==> src/rtl/chained_test_decomp_pkg.sv <==
package chained_test_decomp_pkg;

  localparam int STAGES = 64;

  // one Fibonacci step: shift upward, parity of masked stages enters stage 0
  function automatic logic [STAGES-1:0] lfsr_advance(input logic [STAGES-1:0] s,
                                                     input logic [STAGES-1:0] poly);
    return {s[STAGES-2:0], ^(s & poly)};
  endfunction

  // stage that receives channel k when a register has chw channels
  function automatic int inj_stage(input int k, input int chw);
    return k * (STAGES / chw);
  endfunction

  // stage exported as upper-die channel j when chw channels go upward
  function automatic int tap_stage(input int j, input int chw);
    return j * (STAGES / chw) + (STAGES / chw) - 1;
  endfunction

  // stage read by term t of scan chain c
  function automatic int mix_stage(input int c, input int t, input int nch,
                                   input int gap, input int off);
    return (c * (STAGES / nch) + t * gap + off) % STAGES;
  endfunction

endpackage

==> src/rtl/layer_lfsr.sv <==
module layer_lfsr
  import chained_test_decomp_pkg::*;
#(
  parameter logic [STAGES-1:0] POLY = 64'hD800_0000_0000_0000,
  parameter int CH_W = 8
) (
  input  logic              clk,
  input  logic              rst_n,
  input  logic              shift_en,
  input  logic              cube_reset,
  input  logic [CH_W-1:0]   chan_in,
  output logic [STAGES-1:0] state_q
);

  logic [STAGES-1:0] inject_vec;
  logic [STAGES-1:0] state_nxt;

  always_comb begin
    inject_vec = '0;
    for (int k = 0; k < CH_W; k++) begin
      inject_vec[inj_stage(k, CH_W)] = chan_in[k];
    end
  end

  assign state_nxt = lfsr_advance(state_q, POLY) ^ inject_vec;

  always_ff @(posedge clk or negedge rst_n) begin
    if (!rst_n) begin
      state_q <= '0;
    end else if (cube_reset) begin
      state_q <= '0;
    end else if (shift_en) begin
      state_q <= state_nxt;
    end
  end

endmodule

==> src/rtl/xor_phase_shifter.sv <==
module xor_phase_shifter
  import chained_test_decomp_pkg::*;
#(
  parameter int N_CHAINS = 4,
  parameter int N_TERMS  = 3,
  parameter int GAP      = 17,
  parameter int OFFSET   = 5
) (
  input  logic [STAGES-1:0]   state_in,
  output logic [N_CHAINS-1:0] chain_out
);

  always_comb begin
    for (int c = 0; c < N_CHAINS; c++) begin
      logic acc;
      acc = 1'b0;
      for (int t = 0; t < N_TERMS; t++) begin
        acc = acc ^ state_in[mix_stage(c, t, N_CHAINS, GAP, OFFSET)];
      end
      chain_out[c] = acc;
    end
  end

endmodule

==> src/rtl/chained_test_decomp.sv <==
module chained_test_decomp
  import chained_test_decomp_pkg::*;
#(
  parameter logic [STAGES-1:0] POLY = 64'hD800_0000_0000_0000,
  parameter int CH0_W    = 8,
  parameter int CH1_W    = 4,
  parameter int CH2_W    = 2,
  parameter int N_CHAINS = 4,
  parameter int N_TERMS  = 3,
  parameter int MIX_GAP  = 17,
  parameter int MIX_OFF  = 5
) (
  input  logic                clk,
  input  logic                rst_n,
  input  logic                shift_en,
  input  logic                cube_reset,
  input  logic [CH0_W-1:0]    tester_in,
  output logic [N_CHAINS-1:0] scan_l0,
  output logic [N_CHAINS-1:0] scan_l1,
  output logic [N_CHAINS-1:0] scan_l2
);

  localparam int N_LAYERS = 3;

  function automatic int layer_ch(input int l);
    return (l == 0) ? CH0_W : ((l == 1) ? CH1_W : CH2_W);
  endfunction

  if (!(CH0_W > CH1_W && CH1_W > CH2_W && CH2_W > 0)) begin : g_taper_bad
    $error("channel widths must narrow going up the stack");
  end

  logic [STAGES-1:0]   layer_state [N_LAYERS];
  logic [N_CHAINS-1:0] layer_scan  [N_LAYERS];

  for (genvar l = 0; l < N_LAYERS; l++) begin : g_layer
    localparam int CW = layer_ch(l);
    logic [CW-1:0] chan;

    if (l == 0) begin : g_from_tester
      assign chan = tester_in;
    end else begin : g_from_below
      for (genvar j = 0; j < CW; j++) begin : g_tap
        assign chan[j] = layer_state[l-1][tap_stage(j, CW)];
      end
    end

    layer_lfsr #(
      .POLY (POLY),
      .CH_W (CW)
    ) lfsr_i (
      .clk        (clk),
      .rst_n      (rst_n),
      .shift_en   (shift_en),
      .cube_reset (cube_reset),
      .chan_in    (chan),
      .state_q    (layer_state[l])
    );

    xor_phase_shifter #(
      .N_CHAINS (N_CHAINS),
      .N_TERMS  (N_TERMS),
      .GAP      (MIX_GAP),
      .OFFSET   (MIX_OFF)
    ) mix_i (
      .state_in  (layer_state[l]),
      .chain_out (layer_scan[l])
    );
  end

  // named copies for the checker
  logic [STAGES-1:0] st_bot, st_mid, st_top;
  assign st_bot = layer_state[0];
  assign st_mid = layer_state[1];
  assign st_top = layer_state[2];

  assign scan_l0 = layer_scan[0];
  assign scan_l1 = layer_scan[1];
  assign scan_l2 = layer_scan[2];

endmodule

==> config.mk <==
export PLATFORM = sky130hd
export DESIGN_NAME = chained_test_decomp
export DESIGN_NICKNAME = d
export VERILOG_FILES = /design/src/rtl/chained_test_decomp_pkg.sv /design/src/rtl/layer_lfsr.sv /design/src/rtl/xor_phase_shifter.sv /design/src/rtl/chained_test_decomp.sv
export SDC_FILE = /design/constraint.sdc
export NUM_CORES = 1
export LEC_CHECK = 0
export BUFFER_PORTS_ARGS = -buffer_cell sky130_fd_sc_hd__buf_4
export CAP_MARGIN = 20
export CELL_PAD_IN_SITES_DETAIL_PLACEMENT = 1
export CELL_PAD_IN_SITES_GLOBAL_PLACEMENT = 2
export CORE_MARGIN = 2
export CORE_UTILIZATION = 48
export CTS_BUF_LIST = sky130_fd_sc_hd__clkbuf_8
export CTS_CLUSTER_DIAMETER = 80
export CTS_CLUSTER_SIZE = 16
export DETAILED_ROUTE_END_ITERATION = 16
export GPL_TIMING_DRIVEN = 0
export PLACE_DENSITY = 0.88
export SLEW_MARGIN = 30
export SYNTH_ARGS = -nofsm -noshare
export SYNTH_HDL_FRONTEND = slang
export SYNTH_SLANG_ARGS = --single-unit
export TNS_END_PERCENT = 100
==> constraint.sdc <==
create_clock -name clk -period 2.3 [get_ports clk]
set_input_delay 0 -clock clk [delete_from_list [all_inputs] [get_ports clk]]
set_output_delay 0 -clock clk [all_outputs]
set_load 0.05 [all_outputs]
# ---- Word level (Yosys, flattened, before mapping)
# Index checks and enable logic that the tools add are counted.
dict set report word_totals {
  ff_bits 192
  in_bits 12
  output_inout_bits 12
  elab_cells 40
}
dict set report classes {
  n_mux 6
  n_bitwise 27
  reduce_logical 4
}
# op n
set ops {}
lappend ops {{$mux W64} 6}
lappend ops {{$reduce_xor A64 Y1} 3}
lappend ops {{$xor A64 B33 Y64} 1}
lappend ops {{$xor A64 B49 Y64} 1}
lappend ops {{$xor A64 B57 Y64} 1}
lappend ops {{$xor A1 B1 Y1} 24}
lappend ops {{$reduce_bool A2 Y1} 1}

# ---- Depth between registers and ports, before layout
# Gate-level depths: netlist (run 1).
dict set report logic_depth {
  ltp_word 4
  mapped_depth 5
}

# ---- Cells and area by module
# From an unflattened synthesis (run 1), not the netlist that was laid out.
dict set report unflattened {
  hier_cells 658
  hier_area_um2 8239.2
}
# mod n_inst cells_each area_per_inst_um2 seq_area_each_um2
set modules_own_cells {}
lappend modules_own_cells {{layer_lfsr at g_layer[0].lfsr_i} 1 219 2698.8 1601.5}
lappend modules_own_cells {{layer_lfsr at g_layer[1].lfsr_i} 1 215 2638.8 1601.5}
lappend modules_own_cells {{layer_lfsr at g_layer[2].lfsr_i} 1 212 2616.3 1601.5}
lappend modules_own_cells {xor_phase_shifter 3 4 95.1 0.0}

# ---- Worst setup path after synthesis (run 1)
# No wires, ideal clock.
dict set report synth_timing {
  kind {reg2out}
  from {register g_layer[0].lfsr_i.state_q[23]}
  to {output scan_l0[3]}
  arrival_ps 1357
  required_ps 2300
  path_slack_ps 943
  stages_incl_launch_ff 3
  cell_sequence {dfrtp_1 xnor2_1 xnor2_1}
}
dict set report synth_between {
  elab_chain_len 1
}
# item line_no
set synth_lines {}
lappend synth_lines {{start, declared} layer_lfsr.sv:12} ;# output logic [STAGES-1:0] state_q
lappend synth_lines {{start signal, assigned} layer_lfsr.sv:33} ;# state_q <= state_nxt;
lappend synth_lines {{$xor A1 B1 Y1} xor_phase_shifter.sv:18} ;# acc = acc ^ state_in[mix_stage(c, t, N_CHAINS, GAP, OFFSET)];
lappend synth_lines {{end, declared} chained_test_decomp.sv:18} ;# output logic [N_CHAINS-1:0] scan_l0,
# No other way between the ends.

# ---- Worst setup path in the final report (run 1)
dict set report layout_timing {
  from {register g_layer[0].lfsr_i.state_q[63]}
  to {register g_layer[0].lfsr_i.state_q[0]}
}
dict set report layout_between {
  elab_chain_len 4
}
# item line_no
set layout_lines {}
lappend layout_lines {{$reduce_xor A64 Y1} chained_test_decomp_pkg.sv:8} ;# return {s[STAGES-2:0], ^(s & poly)};
lappend layout_lines {{$xor A64 B57 Y64} layer_lfsr.sv:25} ;# assign state_nxt = lfsr_advance(state_q, POLY) ^ inject_vec;
lappend layout_lines {{$mux W64} layer_lfsr.sv:32} ;# end else if (shift_en) begin
lappend layout_lines {{$mux W64} layer_lfsr.sv:30} ;# end else if (cube_reset) begin
# No other way between the ends. The select of a mux whose other input is x is not followed.
# A chain may end at the register's enable or synchronous reset.

==> results of run 1 <==
worst max-delay path, cell delays in order, from the launching register on:
cell	delay [ns]
sky130_fd_sc_hd__dfrtp_2	0.43
sky130_fd_sc_hd__xnor3_1	0.38
sky130_fd_sc_hd__nand3_1	0.08
sky130_fd_sc_hd__dlygate4sd3_1	0.54
sky130_fd_sc_hd__o221ai_1	0.10
sky130_fd_sc_hd__dlygate4sd3_1	0.59
cell type report:
cell class,count,area (sq um),share of cell area [%]
clock inverter,12,55.05,0.6078
buffer,44,234.0,2.583
timing repair buffer,38,362.8,4.006
tap,220,275.3,3.039
sequential,192,4806,53.06
multi-input combinational,432,3063,33.82
clock buffer,19,261.5,2.887
per-stage QoR:
step | std cells | util (%)
2_1_floorplan | 668 | -
3_3_place_gp | 910 | 51.69
3_5_place_dp | 912 | 52.07
4_1_cts | 955 | 54.71
5_1_grt | 957 | 54.81
6_report | 957 | 54.81
worst max path at each step:
stage                                           endpoint  slack, ns  depth (start not counted)
6_report        g_layer[0].lfsr_i.state_q[0]$_DFFE_PN0P_       0.07                          5
5_1_grt         g_layer[0].lfsr_i.state_q[0]$_DFFE_PN0P_      0.009                          5
3_5_place_dp    g_layer[1].lfsr_i.state_q[0]$_DFFE_PN0P_       0.86                          3
3_3_place_gp   g_layer[0].lfsr_i.state_q[10]$_DFFE_PN0P_       0.08                          1
4_1_cts         g_layer[0].lfsr_i.state_q[0]$_DFFE_PN0P_       0.09                          5
2_1_floorplan                                 scan_l0[3]       0.94                          2
cell usage in the layout, fill, tap and decap left out, drive strengths merged, types with 3 or more instances in the layout:
| master | instances |
|---|---|
| buf | 48 |
| clkbuf | 41 |
| xnor2 | 36 |
| nor2 | 190 |
| nand2b | 3 |
| mux2i | 178 |
| dlygate4sd3 | 12 |
| a211oi | 11 |
| dfrtp | 192 |
| inv | 4 |
| clkinv | 8 |
routing by layer:
layer / GRT usage (%) / wire, um / up-vias
met5: 0 / 0 / -
met4: 5.733 / 192 / 0
met3: 4.308 / 436 / 15
met2: 31.68 / 7881 / 38
met1: 25.57 / 7257 / 2483
li1: - / - / 2319
synthesized netlist by cell type (all sizes together):
cell and n:
nor2 190, o221ai 2, a211o 1, xor3 1, nor3b 1, xnor2 36
nor2b 1, or3b 1, clkbuf 22, mux2i 178, xor2 2, a211oi 11
nand3 2, buf 22, dfrtp 192, xnor3 2, nand2b 3, and3 1
repair_timing:
item / in CTS / in global routing
gates resized for setup: 0 / 1
setup buffers: 0 / 2
hold buffers: 12 / 0
hold endpoints to repair: 201 / 0
setup endpoints to repair: 0 / 1
cell families (layout without fill, tap and decap cells):
| group | after synthesis | in the layout | share of synthesized area [%] |
|---|---|---|---|
| AOI/OAI and AO/OA | 14 | 14 | 1.344 |
| xor gates and xnor gates | 41 | 41 | 4.957 |
| buffers and inverters | 44 | 113 | 2.888 |
| DFF | 192 | 192 | 59.31 |
| muxes | 178 | 178 | 21.99 |
| and+or+nand+nor | 199 | 199 | 9.514 |
power breakdown:
part / leakage (nW) / total [mW] / switching [mW] / internal (mW)
logic: 1.78 / 0.394 / 0.246 / 0.148
clock network: 0.189 / 1.88 / 1.12 / 0.767
registers: 2.67 / 3.41 / 0.0165 / 3.40
total: 4.64 / 5.69 / 1.38 / 4.31
==> metrics.log, run 1 <==
INFO  metric timing.final.ws_setup = 0.07196 ns
INFO  metric final_wirelength = 15.77 mm
INFO  metric cp-end-kind = register
INFO  metric reg.largest.list = g_layer.lfsr_i.state_q (192)
INFO  metric io_pins = 24
INFO  metric dpl_worst_slack = 0.8601 ns
INFO  metric fillers = 1739
INFO  metric critPathLaunch = g_layer[0].lfsr_i.state_q[63]$_DFFE_PN0P_
INFO  metric placement_rows = 47
INFO  metric antenna_cells = 0
INFO  metric critical_path.max_fanout = 3
INFO  metric min_path_type = in2async
INFO  metric synth_area_leaders = sky130_fd_sc_hd__dfrtp_1, sky130_fd_sc_hd__mux2i_1, sky130_fd_sc_hd__nor2_1
INFO  metric clk_pin_slew_worst_paths = 0.09 ns
INFO  metric globalRoute.totalOverflow = 0
INFO  metric worstSetupStartpointType = register
INFO  metric final_number_of_max_transition_violations = 0
INFO  metric ys_types = 20
INFO  metric cts-buffers-inserted = 17
INFO  metric ys_warn_count = 0
INFO  metric grt_first_pass_wirelength = 27.19 mm
INFO  metric drv_cap = 0
INFO  metric gp_congestion = 0.7421
INFO  metric largest_register_ffs = 192
INFO  metric die_y = 133.9 um
INFO  metric final.setup.tns = 0 ns
INFO  metric worst-endpoint-arrival = 2.58 ns
INFO  metric total_leakage_power = 4.637 nW
INFO  metric dieWidth = 133.9 um
INFO  metric finish.net_count = 737
INFO  metric vias_per_cell = 5.073
INFO  metric final_hold_viol_count = 0
INFO  metric grt_util_all_layers = 19.20%
INFO  metric total_power = 5.692 mW
INFO  metric core_box_area = 16520 sq um
INFO  metric timing.max_slew.rel_slack = 57.46%
INFO  metric whs = 0.04427 ns
INFO  metric netlist_area = 8102 sq um
INFO  metric tritoncts = done
INFO  metric path_class = reg2reg
INFO  metric synthesis.area_per_instance = 12.13 sq um
INFO  metric detail-route-antenna-nets = 0
INFO  metric r2r_setup_slack = 0.07 ns
INFO  metric yosysSeqAreaShare = 59.31%
INFO  metric worst_r2r_path_depth = 5
INFO  metric synthesis.nets = 680
INFO  metric clkLatencyLatePin = 0.46 ns
INFO  metric cp.required = 2.65 ns
INFO  metric design.die.area = 17930 sq um
INFO  metric power_per_cell_area = 628.4 nW/um^2
INFO  metric placed_area = 8605 sq um
INFO  metric hpwl = 10.89 mm
INFO  metric average_detailed_routed_wire_length_per_instance = 16.48 um
INFO  metric floorplan.initialDensity = 49.03%
INFO  metric worst_clock_skew = 0.01246 ns
INFO  metric achievable-frequency = 448.8 MHz
INFO  metric via_count_of_the_first_global_routing_pass = 5344
INFO  metric synth_top_cell_area_share = 59.31%
INFO  metric worst_r2r_endpoint = g_layer[0].lfsr_i.state_q[0]$_DFFE_PN0P_
INFO  metric worst_slew_pin_slew = 0.6382 ns
INFO  metric final.min_clock_period = 2.228 ns
INFO  metric finalCritPeriodShare = 96.87%
INFO  metric syn2layout_area_growth = 11.80%
INFO  metric final_design_area_no_fill = 9057 sq um
INFO  metric max-clock-path-buffers = 2
INFO  metric netlist_instances = 668
INFO  metric setup_viol = 0
INFO  metric remaining_drc_errors = 0
INFO  metric outcome = finished, final reports clean
INFO  metric top_register = g_layer.lfsr_i.state_q
INFO  metric layout-drive-gt1-share = 10.31%
INFO  metric drt_pre_antenna_iters = 4
INFO  metric yosys_register_bits = 192
INFO  metric detail_route.iter0.violations = 187
INFO  metric peakVddDrop = 0.4901 mV
INFO  metric portBuffers = 22
INFO  metric vias = 4855
INFO  metric initial_antenna_violation_count = 0
INFO  metric rr_startpoint = g_layer[0].lfsr_i.state_q[63]$_DFFE_PN0P_
INFO  metric htreeDepth = 4
INFO  metric numClockSinks = 192
INFO  metric grt_start_max_net_pins = 77
INFO  metric ctsRootBufferMaster = sky130_fd_sc_hd__clkbuf_8
INFO  metric synth.largest_area_cell = sky130_fd_sc_hd__dfrtp_1
INFO  metric grt_setup_unrepaired = no
(Power assumes the default switching activity.)
==> run 2: changes to the inputs <==
==> constraint.sdc (replaced) <==
create_clock -name clk -period 2.3 [get_ports clk]
set_input_delay 0.23 -clock clk [delete_from_list [all_inputs] [get_ports clk]]
set_output_delay 0.23 -clock clk [all_outputs]
set_load 0.05 [all_outputs]
==> metrics.log, run 2 (same netlist as run 1, synthesis figures left out) <==
INFO  metric outcome = finished, final reports clean
INFO  metric max-clock-path-buffers = 2 (unchanged)
INFO  metric layout_commonest_cell = sky130_fd_sc_hd__dfrtp_1
INFO  metric finalCritPeriodShare = 77.48% (-19 points)
INFO  metric final_design_area_no_fill = 8931 sq um (-1.4%)
INFO  metric detail_route.iter0.violations = 179 (-4.3%)
INFO  metric worst_slew_pin_slew = 0.6327 ns (-0.005462 ns)
INFO  metric layout-drive-gt1-share = 10.08% (-0.23 points)
INFO  metric numClockSinks = 192 (unchanged)
INFO  metric post_cts.repair.setup_buffers = 0 (unchanged)
INFO  metric placement_rows = 47 (unchanged)
INFO  metric path_class = reg2out
INFO  metric timing.max_slew.rel_slack = 57.82% (+0.36 points)
INFO  metric final_wirelength = 15.59 mm (-1.1%)
INFO  metric final_hold_viol_count = 0 (unchanged)
INFO  metric peakVddDrop = 0.4900 mV (about the same)
INFO  metric grt_setup_unrepaired = no
INFO  metric dieWidth = 133.9 um (unchanged)
INFO  metric finish.utilization = 54.05% (-0.76 points)
INFO  metric final.setup.tns = 0 ns (unchanged)
INFO  metric floorplan.initialDensity = 49.03% (unchanged)
INFO  metric die_y = 133.9 um (unchanged)
INFO  metric path_cells = xnor2_1 -> xnor2_1 -> buf_4
INFO  metric grt_start_max_net_pins = 77 (unchanged)
INFO  metric vias = 4782 (-1.5%)
INFO  metric worst_r2r_path_depth = 3 (-2)
INFO  metric fillers = 1738 (-0.058%)
INFO  metric critical-path-slowest-cell = sky130_fd_sc_hd__dfrtp_1
INFO  metric htreeDepth = 4 (unchanged)
INFO  metric power_per_cell_area = 635.7 nW/um^2 (+1.2%)
INFO  metric hpwl = 10.89 mm (unchanged)
INFO  metric antenna_cells = 0 (unchanged)
INFO  metric initial_antenna_violation_count = 0 (unchanged)
INFO  metric detail-route-antenna-nets = 0 (unchanged)
INFO  metric syn2layout_area_growth = 10.24%
INFO  metric layout_common_cells = sky130_fd_sc_hd__dfrtp_1, sky130_fd_sc_hd__nor2_1, sky130_fd_sc_hd__mux2i_1
INFO  metric largest_register_ffs = 192 (unchanged)
INFO  metric cts-buffers-inserted = 17 (unchanged)
INFO  metric globalRoute.totalOverflow = 0 (unchanged)
INFO  metric core_box_area = 16520 sq um (unchanged)
INFO  metric worst_clock_skew = 0.01206 ns (-0.0003960 ns)
INFO  metric finish.net_count = 724 (-1.8%)
INFO  metric gp_congestion = 0.7421 (unchanged)
INFO  metric timing.critical_path.slowest_cell_delay = 0.42 ns (-0.17 ns)
INFO  metric design.die.area = 17930 sq um (unchanged)
INFO  metric whs = 0.04366 ns (-0.0006111 ns)
INFO  metric worst_hold_depth = 3
INFO  metric remaining_drc_errors = 0 (unchanged)
INFO  metric final.min_clock_period = 1.782 ns (-0.4460 ns)
INFO  metric placed_area = 8605 sq um (unchanged)
INFO  metric ctsRootBufferMaster = sky130_fd_sc_hd__clkbuf_8
INFO  metric cp-end-kind = output port
INFO  metric worstSetupStartpointType = register
INFO  metric grt_first_pass_wirelength = 26.82 mm (-1.4%)
INFO  metric drt_pre_antenna_iters = 4 (unchanged)
INFO  metric clkLatencyLatePin = 0.46 ns (about the same)
INFO  metric io_pins = 24 (unchanged)
INFO  metric via_count_of_the_first_global_routing_pass = 5276 (-1.3%)
INFO  metric achievable-frequency = 561.1 MHz (+25%)
INFO  metric worst-endpoint-arrival = 1.55 ns (-1.03 ns)
INFO  metric top_register = g_layer.lfsr_i.state_q
INFO  metric postCtsHoldBufs = 1 (-11)
INFO  metric average_detailed_routed_wire_length_per_instance = 16.51 um (+0.21%)
INFO  metric reg.largest.list = g_layer.lfsr_i.state_q (192)
INFO  metric cp.required = 2.07 ns (-0.58 ns)
INFO  metric drv_cap = 0 (unchanged)
INFO  metric clk_pin_slew_worst_paths = 0.09 ns (about the same)
INFO  metric most_used_cell_cp = sky130_fd_sc_hd__xnor2_1
INFO  metric cts.repair.resized = 0 (unchanged)
INFO  metric dpl_worst_slack = 0.7615 ns (-0.09862 ns)
INFO  metric min_path_type = in2reg
INFO  metric tritoncts = done
INFO  metric portBuffers = 22 (unchanged)
INFO  metric timing.final.ws_setup = 0.5179 ns (+0.4460 ns)
INFO  metric setup_viol = 0 (unchanged)
INFO  metric critical_path.max_fanout = 3 (unchanged)
INFO  metric final_number_of_max_transition_violations = 0 (unchanged)
INFO  metric total_leakage_power = 4.583 nW (-1.2%)
INFO  metric vias_per_cell = 5.066 (-0.15%)
INFO  metric grt_util_all_layers = 18.91% (-0.29 points)
==> run 2: critical path, delay by kind of cell, from the launching register on <==
kind                   cells  cell delay, ns
XOR/XNOR                   2            0.45
flip-flops                 1            0.42
buffers and inverters      1            0.22
==> run 2: area by class of cell <==
cell class	count	area (sq um)	area share (%)
Tap cell	220	275.3	3.082
Timing Repair Buffer	25	237.7	2.662
Clock inverter	12	55.05	0.6164
Multi-Input combinational cell	432	3063	34.30
Buffer	44	234.0	2.620
Clock buffer	19	261.5	2.928
Sequential cell	192	4805	53.80
==> run 2: where the power goes <==
part           total [mW]  switching (mW)  internal, mW
clock                1.88            1.12         0.767
combinational       0.379           0.243         0.136
sequential           3.42          0.0165          3.40
total                5.68            1.38          4.30
==> run 2: worst paths after layout <==
kind	startpoint	end	slack (ns)
max	g_layer[1].lfsr_i.state_q[21]$_DFFE_PN0P_	scan_l1[1]	0.52
min in group asynchronous	rst_n	g_layer[2].lfsr_i.state_q[43]$_DFFE_PN0P_	0.27
min reg2reg	g_layer[1].lfsr_i.state_q[12]$_DFFE_PN0P_	g_layer[1].lfsr_i.state_q[12]$_DFFE_PN0P_	0.53
max in group asynchronous	rst_n	g_layer[1].lfsr_i.state_q[49]$_DFFE_PN0P_	1.35
min	tester_in[6]	g_layer[0].lfsr_i.state_q[48]$_DFFE_PN0P_	0.04
max reg2reg	g_layer[1].lfsr_i.state_q[63]$_DFFE_PN0P_	g_layer[1].lfsr_i.state_q[0]$_DFFE_PN0P_	0.86
==> run 2: metal layers <==
metal	share of wire [%]	vias up	GRT usage [%]
li1	-	2291	-
met1	47	2448	25.22
met2	50	29	31.05
met3	2.1	14	4.346
met4	1.1	0	5.733
met5	0	-	0
==> run 2: per-stage QoR <==
step                      std cells  power, mW
after detailed placement        912      3.871
final                           944      5.678
after floorplan                 668      3.710
after global routing            944      5.905
after CTS                       944      5.739
after global placement          910      3.841
